$ cat src/rtl/prot_pkg.sv
package prot_pkg;
  typedef enum logic [1:0] {
    MATCH_OFF   = 2'd0,
    MATCH_TOR   = 2'd1,
    MATCH_NA4   = 2'd2,
    MATCH_NAPOT = 2'd3
  } match_mode_e;

  localparam int LOCK_POS = 7;
  localparam int MODE_LSB = 3;
  localparam logic SEL_CFG  = 1'b0;
  localparam logic SEL_ADDR = 1'b1;

  function automatic match_mode_e mode_of(input logic [7:0] c);
    return match_mode_e'(c[MODE_LSB +: 2]);
  endfunction

  function automatic logic lock_of(input logic [7:0] c);
    return c[LOCK_POS];
  endfunction
endpackage

$ cat src/rtl/prot_lock_eval.sv
module prot_lock_eval
  import prot_pkg::*;
#(
  parameter int N_ENTRIES = 16
) (
  input  logic [N_ENTRIES-1:0][7:0] cfg,
  output logic [N_ENTRIES-1:0]      locked
);
  for (genvar e = 0; e < N_ENTRIES; e++) begin : g_lock
    if (e == N_ENTRIES - 1) begin : g_top
      assign locked[e] = lock_of(cfg[e]);
    end else begin : g_mid
      assign locked[e] = lock_of(cfg[e]) |
                         (lock_of(cfg[e+1]) & (mode_of(cfg[e+1]) == MATCH_TOR));
    end
  end
endmodule

$ cat src/rtl/prot_write_ctl.sv
module prot_write_ctl
  import prot_pkg::*;
#(
  parameter int N_ENTRIES = 16,
  parameter int XLEN      = 32,
  parameter int IDX_W     = 8
) (
  input  logic                      csr_valid,
  input  logic                      csr_we,
  input  logic                      csr_sel,
  input  logic [IDX_W-1:0]          csr_index,
  input  logic [XLEN-1:0]           csr_wdata,
  input  logic [N_ENTRIES-1:0]      locked,
  output logic [N_ENTRIES-1:0]      cfg_wr_en,
  output logic [N_ENTRIES-1:0][7:0] cfg_new,
  output logic [N_ENTRIES-1:0]      addr_wr_en,
  output logic                      drop
);
  localparam int  BYTES     = XLEN / 8;
  localparam int  TW        = IDX_W + 3;
  localparam int  EW        = (N_ENTRIES > 1) ? $clog2(N_ENTRIES) : 1;
  localparam bit  ODD_GUARD = (XLEN == 64);

  logic          cfg_hit, addr_hit, odd_bad;
  logic [TW-1:0] base, tgt;

  always_comb begin
    cfg_hit    = csr_valid && csr_we && (csr_sel == SEL_CFG);
    addr_hit   = csr_valid && csr_we && (csr_sel == SEL_ADDR);
    odd_bad    = ODD_GUARD && csr_index[0];
    base       = {1'b0, csr_index, 2'b00};
    tgt        = '0;
    drop       = 1'b0;
    cfg_wr_en  = '0;
    cfg_new    = '0;
    addr_wr_en = '0;

    if (cfg_hit) begin
      if (odd_bad) begin
        drop = 1'b1;
      end else begin
        for (int i = 0; i < BYTES; i++) begin
          tgt = base + TW'(i);
          if (tgt < TW'(N_ENTRIES)) begin
            if (locked[tgt[EW-1:0]]) begin
              drop = 1'b1;
            end else begin
              cfg_wr_en[tgt[EW-1:0]] = 1'b1;
              cfg_new[tgt[EW-1:0]]   = csr_wdata[8*i +: 8];
            end
          end else begin
            drop = 1'b1;
          end
        end
      end
    end

    if (addr_hit) begin
      if ({1'b0, csr_index} < (IDX_W+1)'(N_ENTRIES)) begin
        if (locked[csr_index[EW-1:0]]) drop = 1'b1;
        else addr_wr_en[csr_index[EW-1:0]] = 1'b1;
      end else begin
        drop = 1'b1;
      end
    end
  end
endmodule

$ cat src/rtl/prot_read_mux.sv
module prot_read_mux
  import prot_pkg::*;
#(
  parameter int N_ENTRIES = 16,
  parameter int XLEN      = 32,
  parameter int IDX_W     = 8
) (
  input  logic                         csr_valid,
  input  logic                         csr_we,
  input  logic                         csr_sel,
  input  logic [IDX_W-1:0]             csr_index,
  input  logic [N_ENTRIES-1:0][7:0]    cfg,
  input  logic [N_ENTRIES-1:0][XLEN-1:0] addr,
  output logic [XLEN-1:0]              rdata
);
  localparam int BYTES = XLEN / 8;
  localparam int TW    = IDX_W + 3;
  localparam int EW    = (N_ENTRIES > 1) ? $clog2(N_ENTRIES) : 1;

  logic [TW-1:0] base, tgt;

  always_comb begin
    rdata = '0;
    base  = {1'b0, csr_index, 2'b00};
    tgt   = '0;
    if (csr_valid && !csr_we) begin
      if (csr_sel == SEL_CFG) begin
        for (int i = 0; i < BYTES; i++) begin
          tgt = base + TW'(i);
          if (tgt < TW'(N_ENTRIES)) rdata[8*i +: 8] = cfg[tgt[EW-1:0]];
        end
      end else if ({1'b0, csr_index} < (IDX_W+1)'(N_ENTRIES)) begin
        rdata = addr[csr_index[EW-1:0]];
      end
    end
  end
endmodule

$ cat src/rtl/prot_active_count.sv
module prot_active_count
  import prot_pkg::*;
#(
  parameter int N_ENTRIES = 16,
  parameter int CNT_W     = $clog2(N_ENTRIES + 1)
) (
  input  logic                      clk,
  input  logic                      rst_n,
  input  logic                      upd_en,
  input  logic [N_ENTRIES-1:0][7:0] cfg_next,
  output logic [CNT_W-1:0]          count
);
  logic [CNT_W-1:0] count_d, count_q;

  always_comb begin
    count_d = count_q;
    if (upd_en) begin
      count_d = '0;
      for (int e = 0; e < N_ENTRIES; e++) begin
        if (mode_of(cfg_next[e]) != MATCH_OFF) count_d = count_d + CNT_W'(1);
      end
    end
  end

  always_ff @(posedge clk or negedge rst_n) begin
    if (!rst_n) count_q <= '0;
    else        count_q <= count_d;
  end

  assign count = count_q;

  assert_count_bound_R9: assert property (@(posedge clk) disable iff (!rst_n)
    count_q <= CNT_W'(N_ENTRIES))
    else $error("active count above entry total");

  assert_count_hold_R9: assert property (@(posedge clk) disable iff (!rst_n)
    !upd_en |=> $stable(count_q))
    else $error("active count moved without an accepted write");
endmodule

$ cat src/rtl/prot_entry_regs.sv
module prot_entry_regs
  import prot_pkg::*;
#(
  parameter int N_ENTRIES = 16,
  parameter int XLEN      = 32,
  parameter int IDX_W     = 8,
  parameter int CNT_W     = $clog2(N_ENTRIES + 1)
) (
  input  logic                      clk,
  input  logic                      rst_n,
  input  logic                      csr_valid,
  input  logic                      csr_we,
  input  logic                      csr_sel,
  input  logic [IDX_W-1:0]          csr_index,
  input  logic [XLEN-1:0]           csr_wdata,
  output logic [XLEN-1:0]           csr_rdata,
  output logic                      write_ignored,
  output logic [CNT_W-1:0]          active_count,
  output logic [8*N_ENTRIES-1:0]    entry_cfg,
  output logic [XLEN*N_ENTRIES-1:0] entry_addr
);
  logic [N_ENTRIES-1:0][7:0]      cfg_q, cfg_d, cfg_new;
  logic [N_ENTRIES-1:0][XLEN-1:0] addr_q, addr_d;
  logic [N_ENTRIES-1:0]           lock_vec, cfg_wr_en, addr_wr_en;
  logic                           drop, ign_q;

  prot_lock_eval #(.N_ENTRIES(N_ENTRIES)) u_lock (
    .cfg    (cfg_q),
    .locked (lock_vec)
  );

  prot_write_ctl #(.N_ENTRIES(N_ENTRIES), .XLEN(XLEN), .IDX_W(IDX_W)) u_wctl (
    .csr_valid  (csr_valid),
    .csr_we     (csr_we),
    .csr_sel    (csr_sel),
    .csr_index  (csr_index),
    .csr_wdata  (csr_wdata),
    .locked     (lock_vec),
    .cfg_wr_en  (cfg_wr_en),
    .cfg_new    (cfg_new),
    .addr_wr_en (addr_wr_en),
    .drop       (drop)
  );

  prot_read_mux #(.N_ENTRIES(N_ENTRIES), .XLEN(XLEN), .IDX_W(IDX_W)) u_rmux (
    .csr_valid (csr_valid),
    .csr_we    (csr_we),
    .csr_sel   (csr_sel),
    .csr_index (csr_index),
    .cfg       (cfg_q),
    .addr      (addr_q),
    .rdata     (csr_rdata)
  );

  prot_active_count #(.N_ENTRIES(N_ENTRIES), .CNT_W(CNT_W)) u_cnt (
    .clk      (clk),
    .rst_n    (rst_n),
    .upd_en   (|cfg_wr_en),
    .cfg_next (cfg_d),
    .count    (active_count)
  );

  for (genvar e = 0; e < N_ENTRIES; e++) begin : g_entry
    always_comb begin
      cfg_d[e]  = cfg_wr_en[e]  ? cfg_new[e] : cfg_q[e];
      addr_d[e] = addr_wr_en[e] ? csr_wdata  : addr_q[e];
    end

    always_ff @(posedge clk or negedge rst_n) begin
      if (!rst_n) begin
        cfg_q[e]  <= '0;
        addr_q[e] <= '0;
      end else begin
        if (cfg_wr_en[e])  cfg_q[e]  <= cfg_d[e];
        if (addr_wr_en[e]) addr_q[e] <= addr_d[e];
      end
    end

    assert_lock_addr_hold_R4: assert property (@(posedge clk) disable iff (!rst_n)
      lock_of(cfg_q[e]) |=> $stable(addr_q[e]))
      else $error("locked entry address changed");

    assert_lock_cfg_hold_R4: assert property (@(posedge clk) disable iff (!rst_n)
      lock_of(cfg_q[e]) |=> $stable(cfg_q[e]))
      else $error("locked entry byte changed");

    if (e < N_ENTRIES - 1) begin : g_nb
      assert_tor_guard_R5: assert property (@(posedge clk) disable iff (!rst_n)
        (lock_of(cfg_q[e+1]) && mode_of(cfg_q[e+1]) == MATCH_TOR)
          |=> ($stable(addr_q[e]) && $stable(cfg_q[e])))
        else $error("entry below a locked top-of-range entry changed");
    end
  end

  always_ff @(posedge clk or negedge rst_n) begin
    if (!rst_n) ign_q <= 1'b0;
    else        ign_q <= drop;
  end

  assign write_ignored = ign_q;
  assign entry_cfg     = cfg_q;
  assign entry_addr    = addr_q;

  assert_ignore_needs_write_R8: assert property (@(posedge clk) disable iff (!rst_n)
    !$past(csr_valid && csr_we) |-> !write_ignored)
    else $error("ignore pulse without a write");
endmodule

$ cat config.mk
export PLATFORM = sky130hd
export DESIGN_NAME = prot_entry_regs
export DESIGN_NICKNAME = d
export VERILOG_FILES = /design/src/rtl/prot_pkg.sv /design/src/rtl/prot_lock_eval.sv /design/src/rtl/prot_write_ctl.sv /design/src/rtl/prot_read_mux.sv /design/src/rtl/prot_active_count.sv /design/src/rtl/prot_entry_regs.sv
export SDC_FILE = /design/constraint.sdc
export NUM_CORES = 1
export LEC_CHECK = 0
export ABC_CLOCK_PERIOD_IN_PS = 12100
export BUFFER_PORTS_ARGS = -buffer_cell sky130_fd_sc_hd__buf_2
export CAP_MARGIN = 20
export CORE_AREA = 2 2 281 283
export CTS_CLUSTER_DIAMETER = 100
export CTS_CLUSTER_SIZE = 20
export DETAILED_ROUTE_END_ITERATION = 10
export DIE_AREA = 0 0 283 285
export SYNTH_ARGS = -nofsm -noshare
export SYNTH_HDL_FRONTEND = slang
export SYNTH_SLANG_ARGS = --single-unit
$ cat constraint.sdc
create_clock -name clk -period 12.1 [get_ports clk]
set_clock_uncertainty 0.15 [all_clocks]
set_input_delay 1.21 -clock clk [delete_from_list [all_inputs] [get_ports clk]]
set_output_delay 1.21 -clock clk [all_outputs]
set_load 0.02 [all_outputs]
==> results summary, run 1 <==
The first-pass iteration count of the detailed router is 6. Once detailed placement completed, the half-perimeter wirelength came to 90100 µm. The multiplexer fraction of the synthesized cell area came out at 35.4%. After synthesis, the largest family of logic cells by area is multiplexers. The clock reaches the later pin of the worst-skew pair after 590 ps. The synthesized netlist devotes 4.34% of its cell area to simple gates. The total setup violations reported at the end of the flow is 0.

The congestion estimate from routability-driven global placement came to 0.971. The synthesized net count came out at 2271. The clock period could shrink to 11290 ps. The most frequently used flop master after synthesis is sky130_fd_sc_hd__dfrtp_1. Counting every instance in the synthesized netlist gives 2211. The delay of the slowest critical-path stage came out at 370 ps. The CTS H-tree depth is 2.

The number of setup buffers added after CTS came out at 0. The number of nets in the final layout is 2893. The static leakage is 19.7 nW. The total of hold buffers inserted after clock tree synthesis came out at 0. From left edge to right edge, the die measures 283 µm. The cell type contributing the most total cell area after synthesis is sky130_fd_sc_hd__dfrtp_1. The share of the synthesized area in compound gates (AO/OA/AOI/OAI) came out at 3.61%. On the critical path, the stage with the largest delay is an instance of sky130_fd_sc_hd__or3b_1. After detailed placement, the design holds a cell count of 3842. The routed via count divided by cell count came out at 5.94. The standard-cell row count is 103. The final setup TNS is 0 ps.

The tool flagged a number of max-cap violations equal to 0. The top-level I/O count came out at 723. The final layout contains routed wiring with a total length of 124000 µm. Setup repair after global routing left no endpoint under its margin. The worst hold path belongs to the class register to register.

The setup path with the least slack is of type input pin to register. The largest vdd supply drop came out at 0.0916 mV. The largest net degree at the start of global routing came out at 172. The number of warnings issued by yosys came out at 0.

The buffer and inverter count on the worst path came out at 5. After Yosys synthesis, XOR and XNOR cells account for 1.89% of the synthesized area. For this design, the sink count on the clock tree is 646.

The finished layout holds 3895 standard cells, fillers aside. The clock transition at the registers of the reported paths came out at 90 ps. The area of the core region is 78000 µm². The peak clock frequency supported by timing came out at 88.6 MHz. The total clock buffers created by CTS came out at 39. Clock tree synthesis selected as its root buffer the cell sky130_fd_sc_hd__clkbuf_16.

STA classifies the critical path startpoint as an input pin. The first-pass GRT wire length is 178000 µm. The number of failing hold endpoints at the final stage is 0.

The average size of a mapped cell is 14.2 µm². The tightest slew margin relative to the limit came out at 17.3%. The worst path uses 93.3% of the clock period.

After Yosys synthesis, full adders, half adders and majority gates account for 0.628% of the synthesized area. The dominant cell type by count on the critical path is sky130_fd_sc_hd__ha_1. In the synthesized netlist the async set-or-reset flop fraction comes to 100%. The number of different library cells in the post-synthesis netlist is 74.

The post-route netlist has 58.6% of its cells at a drive strength greater than 1. Broken down by cell family, the worst path's largest delay share belongs to adder cells. The via count of the first global-routing pass is 23400. The number of buffers added on ports came out at 722. The per-cell routed wire length is 32.0 µm. The number of antenna violations at the first check in global routing came out at 4.

The flip-flop and latch count after synthesis came out at 646. The flow ran to the end, and the final reports show no timing, DRC or antenna violations. The worst-case clock buffer depth is 3. Once the floorplan was initialized, standard cells occupied 40.3% of the core. The overall routing resource usage came out at 30.3%. The total DRC errors in the routed layout came out at 0. The power density relative to cell area came out at 109 nW/µm². The total overflow left after global routing is 0. The mapped netlist covers 31500 µm². The area overhead of the layout relative to synthesis came out at 18.6%. The quantity of gates resized following cts is 0. The post-route antenna net violation count is 0.

The worst endpoint required time came out at 12410 ps. The sequential-to-total area share from yosys stat is 51.4%. TritonCTS built the clock tree. Data on the critical path arrives at its endpoint at 11600 ps. In the post-synthesis netlist, the biggest area contributors are sky130_fd_sc_hd__dfrtp_1 51%, sky130_fd_sc_hd__mux2_2 22%, sky130_fd_sc_hd__mux4_2 12%. The height of the chip came out at 285 µm. After the first detailed-routing iteration, the DRC count stood at 1942.

The share of synthesized area in the top cell type comes to 51.4%. The number of enable-type register cells in the synthesized netlist came out at 0. The max-slew violation count is 0. The endpoint kind of the worst setup timing path is a register.

The maximum fanout along the worst path is 6. The total die area is 80700 µm². The transition time of the tightest slew-check pin is 1240 ps.

The detailed router placed 23200 vias in this run.
[worst min-delay path, stage by stage, from the launching register on]
cell and delay, ps:
sky130_fd_sc_hd__dfrtp_1 380, sky130_fd_sc_hd__nand2_1 60, sky130_fd_sc_hd__nand2_1 60
[layout make-up]
| class | instances | area [µm²] |
|---|---|---|
| Sequential cell | 646 | 16200 |
| Inverter | 37 | 139 |
| Clock buffer | 40 | 1000 |
| Fill cell | 6984 | 40600 |
| Multi-Input combinational cell | 1340 | 14500 |
| Clock inverter | 8 | 119 |
| Tap cell | 1050 | 1310 |
| Timing Repair Buffer | 769 | 4020 |
| Antenna cell | 5 | 12.5 |
[per-stage QoR]
step	worst slack (ps)	power, W	instance area [µm²]	hold slack (ps)	utilization (%)
2_1_floorplan	669	0.00250	31500	437	-
3_3_place_gp	470	0.00267	36200	329	46.4
3_5_place_dp	244	0.00268	36200	343	46.4
4_1_cts	843	0.00408	37300	368	47.8
5_1_grt	78.4	0.00419	37300	392	47.9
6_report	810	0.00405	37300	375	47.9
[cells by family (layout without fill, tap and decap cells)]
| family | Yosys count | after routing |
|---|---|---|
| muxes | 818 | 818 |
| DFF | 646 | 646 |
| and+or+nand+nor | 277 | 277 |
| buffers and inverters | 225 | 854 |
| AOI/OAI and AO/OA | 179 | 179 |
| xor gates and xnor gates | 50 | 50 |
| adders and majority gates | 16 | 16 |
| other | 0 | 5 |
[Yosys cell counts, types with 3 or more instances]
library cell,n
sky130_fd_sc_hd__a22oi_1,13
sky130_fd_sc_hd__a31oi_1,14
sky130_fd_sc_hd__a21o_1,5
sky130_fd_sc_hd__nor2b_1,4
sky130_fd_sc_hd__o21bai_1,11
sky130_fd_sc_hd__and3b_1,3
sky130_fd_sc_hd__or2_2,4
sky130_fd_sc_hd__mux2_2,622
sky130_fd_sc_hd__buf_1,28
sky130_fd_sc_hd__a31o_2,4
sky130_fd_sc_hd__o21ai_1,7
sky130_fd_sc_hd__and2_1,4
sky130_fd_sc_hd__mux4_2,174
sky130_fd_sc_hd__dfrtp_1,646
sky130_fd_sc_hd__and3_1,6
sky130_fd_sc_hd__nand2b_1,4
sky130_fd_sc_hd__buf_2,4
sky130_fd_sc_hd__nand4_1,7
sky130_fd_sc_hd__o211ai_1,4
sky130_fd_sc_hd__ha_1,15
sky130_fd_sc_hd__nor2_1,85
sky130_fd_sc_hd__xnor3_1,3
sky130_fd_sc_hd__xor2_1,14
sky130_fd_sc_hd__mux2i_1,21
sky130_fd_sc_hd__a211oi_1,6
sky130_fd_sc_hd__nand2_1,87
sky130_fd_sc_hd__nor3_1,25
sky130_fd_sc_hd__nand3_1,14
sky130_fd_sc_hd__nor4_1,3
sky130_fd_sc_hd__inv_1,35
sky130_fd_sc_hd__a21oi_1,54
sky130_fd_sc_hd__clkbuf_1,155
sky130_fd_sc_hd__o21ai_0,25
sky130_fd_sc_hd__o22ai_1,21
sky130_fd_sc_hd__nand3b_1,5
sky130_fd_sc_hd__or3_1,6
sky130_fd_sc_hd__xnor2_1,24
[report_power, final]
group | switching (W) | leakage (nW) | internal, W
combinational | 0.000292 | 10.2 | 0.000142
sequential | 0.0000247 | 8.99 | 0.00218
clock | 0.000764 | 0.551 | 0.000644
[per-layer routing]
metal / vias to the layer above / part of all wire, % / track usage, %
met4: 2 / 4.1 / 10.6
met3: 224 / 8.3 / 7.70
li1: 9367 / - / -
met1: 12500 / 41 / 41.1
met2: 1084 / 46 / 47.3
met5: - / 0.0088 / 0
[cells in the final DEF (no fill, tap or decap), types with 6 or more instances in the layout]
| master | instances |
|---|---|
| sky130_fd_sc_hd__buf_2 | 718 |
| sky130_fd_sc_hd__dfrtp_1 | 646 |
| sky130_fd_sc_hd__mux2_2 | 622 |
| sky130_fd_sc_hd__mux4_2 | 174 |
| sky130_fd_sc_hd__nand2_1 | 87 |
| sky130_fd_sc_hd__nor2_1 | 71 |
| sky130_fd_sc_hd__a21oi_1 | 54 |
| sky130_fd_sc_hd__buf_4 | 46 |
| sky130_fd_sc_hd__clkbuf_16 | 40 |
| sky130_fd_sc_hd__inv_1 | 35 |
| sky130_fd_sc_hd__o21ai_0 | 25 |
| sky130_fd_sc_hd__nor3_1 | 24 |
| sky130_fd_sc_hd__xnor2_1 | 23 |
| sky130_fd_sc_hd__mux2i_1 | 21 |
| sky130_fd_sc_hd__o22ai_1 | 21 |
| sky130_fd_sc_hd__ha_1 | 15 |
| sky130_fd_sc_hd__a31oi_1 | 14 |
| sky130_fd_sc_hd__nand3_1 | 14 |
| sky130_fd_sc_hd__xor2_1 | 14 |
| sky130_fd_sc_hd__a22oi_1 | 13 |
| sky130_fd_sc_hd__nor2_4 | 12 |
| sky130_fd_sc_hd__o21bai_1 | 11 |
| sky130_fd_sc_hd__o21ai_1 | 7 |
| sky130_fd_sc_hd__nand4_1 | 7 |
| sky130_fd_sc_hd__a211oi_1 | 6 |
| sky130_fd_sc_hd__and3_1 | 6 |
[worst paths after layout]
check                              startpoint               to  slack (ps)  depth (start not counted)
worst max-delay path             csr_index[5]   u_cnt.count[4]         810                         52
worst min-delay path            entry_cfg[58]    entry_cfg[58]         370                          2
worst max register to register  entry_cfg[15]   u_cnt.count[4]        1300                         53
worst min register to register  entry_cfg[58]    entry_cfg[58]         370                          2
max in group asynchronous               rst_n   entry_cfg[108]        8990                          3
min in group asynchronous               rst_n  entry_addr[189]         450                          1
[registers in the layout, summed over array words and instances, names as in the netlist]
signal	cells
entry_cfg	128
entry_addr	512
u_cnt.count	5
write_ignored	1
Power figures use the tool's default switching activity.
==> run 2, diff against run 1 <==
--- a/config.mk
+++ b/config.mk
@@ -8,11 +8,12 @@
 export ABC_CLOCK_PERIOD_IN_PS = 12100
 export BUFFER_PORTS_ARGS = -buffer_cell sky130_fd_sc_hd__buf_2
 export CAP_MARGIN = 20
-export CORE_AREA = 2 2 281 283
-export CTS_CLUSTER_DIAMETER = 100
+export CORE_AREA = 2 2 283 285
 export CTS_CLUSTER_SIZE = 20
 export DETAILED_ROUTE_END_ITERATION = 10
-export DIE_AREA = 0 0 283 285
+export DIE_AREA = 0 0 285 287
+export PLACE_DENSITY = 0.71
 export SYNTH_ARGS = -nofsm -noshare
 export SYNTH_HDL_FRONTEND = slang
+export SYNTH_HIERARCHICAL = 1
 export SYNTH_SLANG_ARGS = --single-unit
==> run 2 against run 1 <==
Compared with the run above: via count rose by 4.5%; wire length decreased by 0.78%; clock power rose by 72%; hold slack got worse by 19 ps; highest routed layer unchanged; sequential share of layout area shrank 3.2 points; area after synthesis is 6.7% higher.
==> results summary, run 2 <==
The type of the worst setup path is input pin to register. STA classifies the critical path startpoint as an input pin. The total half-perimeter wirelength after legalization and detailed placement is 88900 µm. The area of placed instances came out at 37600 µm². The root buffer cell chosen for the clock tree is sky130_fd_sc_hd__clkbuf_16. The sequential cells in the finished layout cover a total of 16200 µm². The static leakage is 21.2 nW. In the layout the commonest cells are 718 x sky130_fd_sc_hd__buf_2, 646 x sky130_fd_sc_hd__dfrtp_1, 610 x sky130_fd_sc_hd__mux2_2.

The pre-antenna-repair detailed-routing pass consisted of 5 iterations. The total die area came out at 81800 µm². The worst-case clock buffer depth is 3.

Measured along the x axis, the die boundary spans 285 µm. At the worst endpoint, the required time is 12480 ps. Leaving out fill and tap cells, the most frequent cell in the layout is sky130_fd_sc_hd__buf_2. The number of failing hold endpoints at the final stage is 0. The CTS H-tree depth came out at 3. The number of buffers added on ports is 722. Clock-pin slew was measured on the worst setup and hold paths at 60 ps.

Post-CTS repair changed the size of 0 cells. The total area inside the core boundary comes to 78600 µm². The sequential group share of total power is 44.9%. The detailed router finished its first iteration with 2491 violations. The post-route antenna net violation count is 0. For this run, the post-layout net count is 3025. Among cell families on the critical path, the largest total delay comes from compound AO/OA/AOI/OAI gates.

Summing all non-filler instances in the final layout gives an area of 40300 µm². In this design, the stage delay of the slowest critical-path cell is 560 ps. The max-slew violation count is 0. The initial core utilization came out at 42.7%. The area overhead of the layout relative to synthesis came out at 20.2%. The layout has 6724 filler cells. The layout cell share with drive strength beyond 1 is 57.9%. The power density relative to cell area is 122 nW/µm². The number of setup buffers added after CTS came out at 0. The switching power of the nets came out at 0.00119 W. The largest vdd supply drop is 0.112 mV. The largest individual stage delay along the critical path comes from the cell sky130_fd_sc_hd__o21ai_0. The first-pass GRT wire length is 177000 µm. The number of antenna violations at the first check in global routing came out at 13.

The final critical delay including setup and external delays is 10770 ps. The via count came out at 24200. The transition time of the tightest slew-check pin is 1160 ps. The setup slack of the most critical reg-to-reg path came out at 1520 ps.

The number of flip-flops in the largest register is 512. The top-level I/O count came out at 723. The routed length on met1 came out at 51300 µm. Counting every instance in the synthesized netlist gives 2304. The highest signal layer in the routed design is met5. The total setup violations reported at the end of the flow is 0. The final worst-path cycle share is 89.0%. Cell internal power was estimated by the tool at 0.00371 W. In the detailed route, the total length drawn on met3 is 11300 µm. The tightest slew margin relative to the limit came out at 22.7%.

The tool flagged a number of max-cap violations equal to 0. By instance count, the cell type seen most on the critical path is sky130_fd_sc_hd__ha_1. In the detailed route, the total length drawn on met2 is 56100 µm. The weighted congestion reported at the end of routability-driven placement is 0.960.

Dividing the synthesized area by the synthesized cell count gives 14.6 µm². In the routed layout, each cell is associated on average with a via count of 5.93. The maximum fanout along the worst path is 49.

The per-cell routed wire length came out at 30.3 µm. Data arrives at the worst endpoint at 11150 ps. When the netlist entered floorplanning its net count stood at 2364. In this run, the combinational gates consume 5.5% of the power. The total DRC errors in the routed layout came out at 0.

Summing all multi-input logic gate instances after layout gives 16000 µm². The buffer and inverter count on the worst path came out at 3. Net switching is 24.3% of the power. The total clock buffers created by CTS came out at 76.

The clock network power share came out at 49.6%. The flow ran to the end, and the final reports show no timing, DRC or antenna violations. The insertion delay of the later-clocked pin in the worst-skew pair came out at 600 ps. TritonCTS built the clock tree. The number of warnings issued by yosys is 6. The final setup TNS is 0 ps.

Setup repair after global routing left no endpoint under its margin. The overflow left after global routing is 0. The detailed-route wire length is 124000 µm. The peak clock frequency supported by timing came out at 92.8 MHz. The synthesized netlist occupies a cell area of 33600 µm².

The overall routing resource usage came out at 29.7%. The total of hold buffers inserted after clock tree synthesis came out at 0. The via count of the first global-routing pass is 23900. The endpoint kind of the worst setup timing path is a register. The standard-cell row count came out at 103. The class of the tightest hold or removal check is register to register. For this design, the sink count on the clock tree is 646. Measured along the y axis, the die boundary spans 287 µm. The largest net degree at the start of global routing is 184.
==> run 2: power by group through the flow <==
stage | sequential [W] | combinational (W) | clock (W)
2_1_floorplan | 0.00226 | 0.000104 | 0
3_3_place_gp | 0.00224 | 0.000268 | 0
3_5_place_dp | 0.00224 | 0.000270 | 0
4_1_cts | 0.00220 | 0.000271 | 0.00247
5_1_grt | 0.00220 | 0.000290 | 0.00256
6_report | 0.00220 | 0.000271 | 0.00243
==> run 2: area by class of cell <==
type                            count  share of cell area (%)
Inverter                            8                  0.0744
Sequential cell                   646                    40.1
Antenna cell                        2                  0.0124
Multi-Input combinational cell   1455                    39.7
Clock buffer                      115                    5.70
Timing Repair Buffer              778                    10.2
Clock inverter                     23                   0.971
Tap cell                         1050                    3.26
==> run 2: stage by stage <==
step / hold WS (ps) / power [W] / utilization (%) / cells / worst slack [ps]
6_report: 356 / 0.00490 / 51.3 / 4077 / 1330
5_1_grt: 375 / 0.00505 / 51.3 / 4075 / 737
4_1_cts: 354 / 0.00494 / 51.3 / 4072 / 1610
3_5_place_dp: 342 / 0.00251 / 47.8 / 3934 / 984
3_3_place_gp: 335 / 0.00251 / 47.8 / 3934 / 1150
2_1_floorplan: 473 / 0.00237 / - / 2304 / 1880
==> run 2: final timing paths <==
path	from	to	depth (start not counted)
setup / recovery	csr_index[1]	u_cnt/count[4]	42
hold / removal	entry_addr[332]	entry_addr[332]	1
hold reg to reg	entry_addr[332]	entry_addr[332]	1
setup reg to reg	entry_cfg[111]	u_cnt/count[4]	43
max in group asynchronous	rst_n	entry_addr[408]	3
min in group asynchronous	rst_n	entry_addr[302]	1
==> run 2: per-layer routing <==
metal	up-vias	global-route usage, %
met5	-	0
met4	4	10.7
met3	238	7.79
met2	1233	45.2
met1	12900	41.2
li1	9840	-
==> run 3, diff against run 2 <==
--- a/config.mk
+++ b/config.mk
@@ -12,6 +12,7 @@
 export CTS_CLUSTER_SIZE = 20
 export DETAILED_ROUTE_END_ITERATION = 10
 export DIE_AREA = 0 0 285 287
+export MAX_ROUTING_LAYER = met4
 export PLACE_DENSITY = 0.71
 export SYNTH_ARGS = -nofsm -noshare
 export SYNTH_HDL_FRONTEND = slang
==> run 3 against run 2 <==
Compared with the run above: setup slack better by 45 ps; highest routed layer is now met4; critical path depth rose by 2; fmax rose by 0.42%; via count down 0.32%.
==> results summary, run 3 (synthesis gave the netlist of run 2 again) <==
The run finished with clean final reports. The number of failing hold endpoints at the final stage is 0. The height of the chip came out at 287 µm.

The top cell types in the final layout, fill and taps aside, are 718 x sky130_fd_sc_hd__buf_2, 646 x sky130_fd_sc_hd__dfrtp_1, 610 x sky130_fd_sc_hd__mux2_2. After detailed routing, the average wire length per cell comes to 30.5 µm. Broken down by cell family, the worst path's largest delay share belongs to compound AO/OA/AOI/OAI gates. The weighted congestion reported at the end of routability-driven placement is 0.954. In this run the power spent charging and discharging nets is 0.00119 W. The start point of the worst min-delay path is entry_addr[290]. The max-slew violation count came to 0. The clock transition at the registers of the reported paths is 60 ps. The via count came out at 24100. The clock network power share came out at 48.3%. STA classifies the critical path endpoint as a register. TritonCTS built the clock tree. In this run the remaining antenna-violating nets after routing total 0. The total die area came out at 81800 µm². The CTS H-tree depth is 3.

The number of nets in the final layout is 3020. The count of max-cap constraint violations is 0. CTS placed an instance of sky130_fd_sc_hd__clkbuf_16 at the clock tree root. The number of DRC violations after detailed-routing iteration 0 is 2341. The filler cells instantiated in the layout total 6828. The top-level I/O count is 723. The dominant cell type by count on the critical path is sky130_fd_sc_hd__ha_1. The worst setup path is of the input pin to register kind. The largest single stage delay on the critical path is 610 ps.

Timing would allow up to 93.2 MHz. Of the cells placed in the final design, the portion with a size suffix greater than 1 is 57.6%. The overall routing resource usage is 30.7%.

The quantity of gates resized following cts came out at 0. The final instance count without filler cells is 4070. The share of total power dissipated in combinational logic is 5.7%. The slowest stage of the critical path is the sky130_fd_sc_hd__o21ai_0 cell. The insertion delay of the later-clocked pin in the worst-skew pair came out at 630 ps. The placed cell count came out at 3935. Buffers inserted to repair hold after CTS numbered 0. The core region is 78600 µm². The number of setup buffers added after CTS came out at 0. The largest vdd supply drop came out at 0.136 mV. The initialized floorplan defines 103 standard-cell rows. The final critical delay including setup and external delays is 10730 ps. The static leakage came out at 21.1 nW.

TritonCTS created 73 clock buffers. Of all nets on the critical path, the largest fanout is 15. The beginning of the critical path is csr_index[5]. The tightest hold margin is 363 ps. Across the whole layout, storage elements account for 16200 µm². The number of flip-flops in the largest register came out at 512. The via count of the first global-routing pass came to 24100. The reg-to-reg startpoint is entry_cfg[12]. The worst endpoint required time came out at 12500 ps. STA puts the critical path data arrival time at 11130 ps. The tightest slew margin relative to the limit came out at 25.2%.

The final worst-path cycle share came out at 88.6%. Entering global routing, the biggest net connects 176 pins. Sequential cells burn 46.0% of the power. The area overhead of the layout relative to synthesis came out at 19.5%. Leaving out fill and tap cells, the most frequent cell in the layout is sky130_fd_sc_hd__buf_2.

The die boundary width came out at 285 µm. The number of antenna violations at the first check in global routing is 12. The total half-perimeter wirelength after legalization and detailed placement came out at 89100 µm.

The detailed-route wire length came out at 124000 µm. STA classifies the critical path startpoint as an input pin. The first-pass iteration count of the detailed router came out at 5. The switching portion of total power is 24.8%. The worst-case clock buffer depth is 3. The number of buffers added on ports came out at 722. The area of the multi-input gates came out at 16000 µm². The cell internal power dissipation came out at 0.00359 W. The routed via count divided by cell count came out at 5.93. The buffer and inverter count on the worst path is 4. The post-route total power is 0.00478 W. Summed over all layers, the global routing overflow is 0. The power density relative to cell area is 119 nW/µm². After routing, the total negative slack on setup checks comes to 0 ps. Setup violations remaining at the end of the flow were counted as 0. Setup repair after global routing left no endpoint under its margin. CTS saw 646 sinks. The worst hold path belongs to the class register to register. The initial utilization of the core area, before any placement, comes to 42.7%. The first global-routing pass estimated 177000 µm of wire. At the pin with the least slew margin, the transition time is 1090 ps. In the routed design, unresolved DRC markers number 0.
## run 3: cell count changes in the layout (fill, tap and decap cells not counted), sizes merged
cell      change
clkbuf       -12
diode         +4
clkinv        +3
clkinvlp      -3
inv           +3
buf           -2
## run 3: power by group through the flow
stage	clock network, W	registers [W]	logic, W
2_1_floorplan	0	0.00226	0.000104
3_3_place_gp	0	0.00224	0.000270
3_5_place_dp	0	0.00224	0.000271
4_1_cts	0.00234	0.00220	0.000272
5_1_grt	0.00242	0.00220	0.000288
6_report	0.00231	0.00220	0.000270
## run 3: layer usage
layer | GRT usage, % | wire length [µm] | up-vias | share of wire (%)
li1 | - | - | 9827 | -
met1 | 41.0 | 51600 | 12900 | 42
met3 | 7.52 | 11000 | 249 | 8.9
met5 | - | 0 | - | 0
met2 | 45.9 | 56300 | 1164 | 45
met4 | 11.0 | 5080 | 0 | 4.1
## run 3: final timing paths
| check | cells past startpoint | endpoint | slack [ps] |
|---|---|---|---|
| worst max-delay path | 44 | u_cnt/count[4] | 1370 |
| worst min-delay path | 1 | entry_addr[290] | 360 |
| worst max register to register | 43 | u_cnt/count[4] | 1610 |
| worst min register to register | 1 | entry_addr[290] | 360 |
| max in group asynchronous | 3 | entry_addr[254] | 9170 |
| min in group asynchronous | 1 | entry_addr[302] | 430 |
## run 3: metrics by stage
step           worst slack, ps  util, %  area [µm²]
2_1_floorplan             1880        -       33600
3_3_place_gp              1110     47.9       37600
3_5_place_dp               889     47.9       37600
4_1_cts                   1550     51.0       40100
5_1_grt                    712     51.0       40100
6_report                  1370     51.0       40100
## run 3: area by class of cell
type | count | share of cell area (%)
multi-input combinational | 1455 | 40.0
inverter | 8 | 0.0749
clock inverter | 26 | 1.02
tap | 1050 | 3.28
clock buffer | 103 | 5.13
sequential | 646 | 40.3
antenna | 6 | 0.0374
timing repair buffer | 776 | 10.2
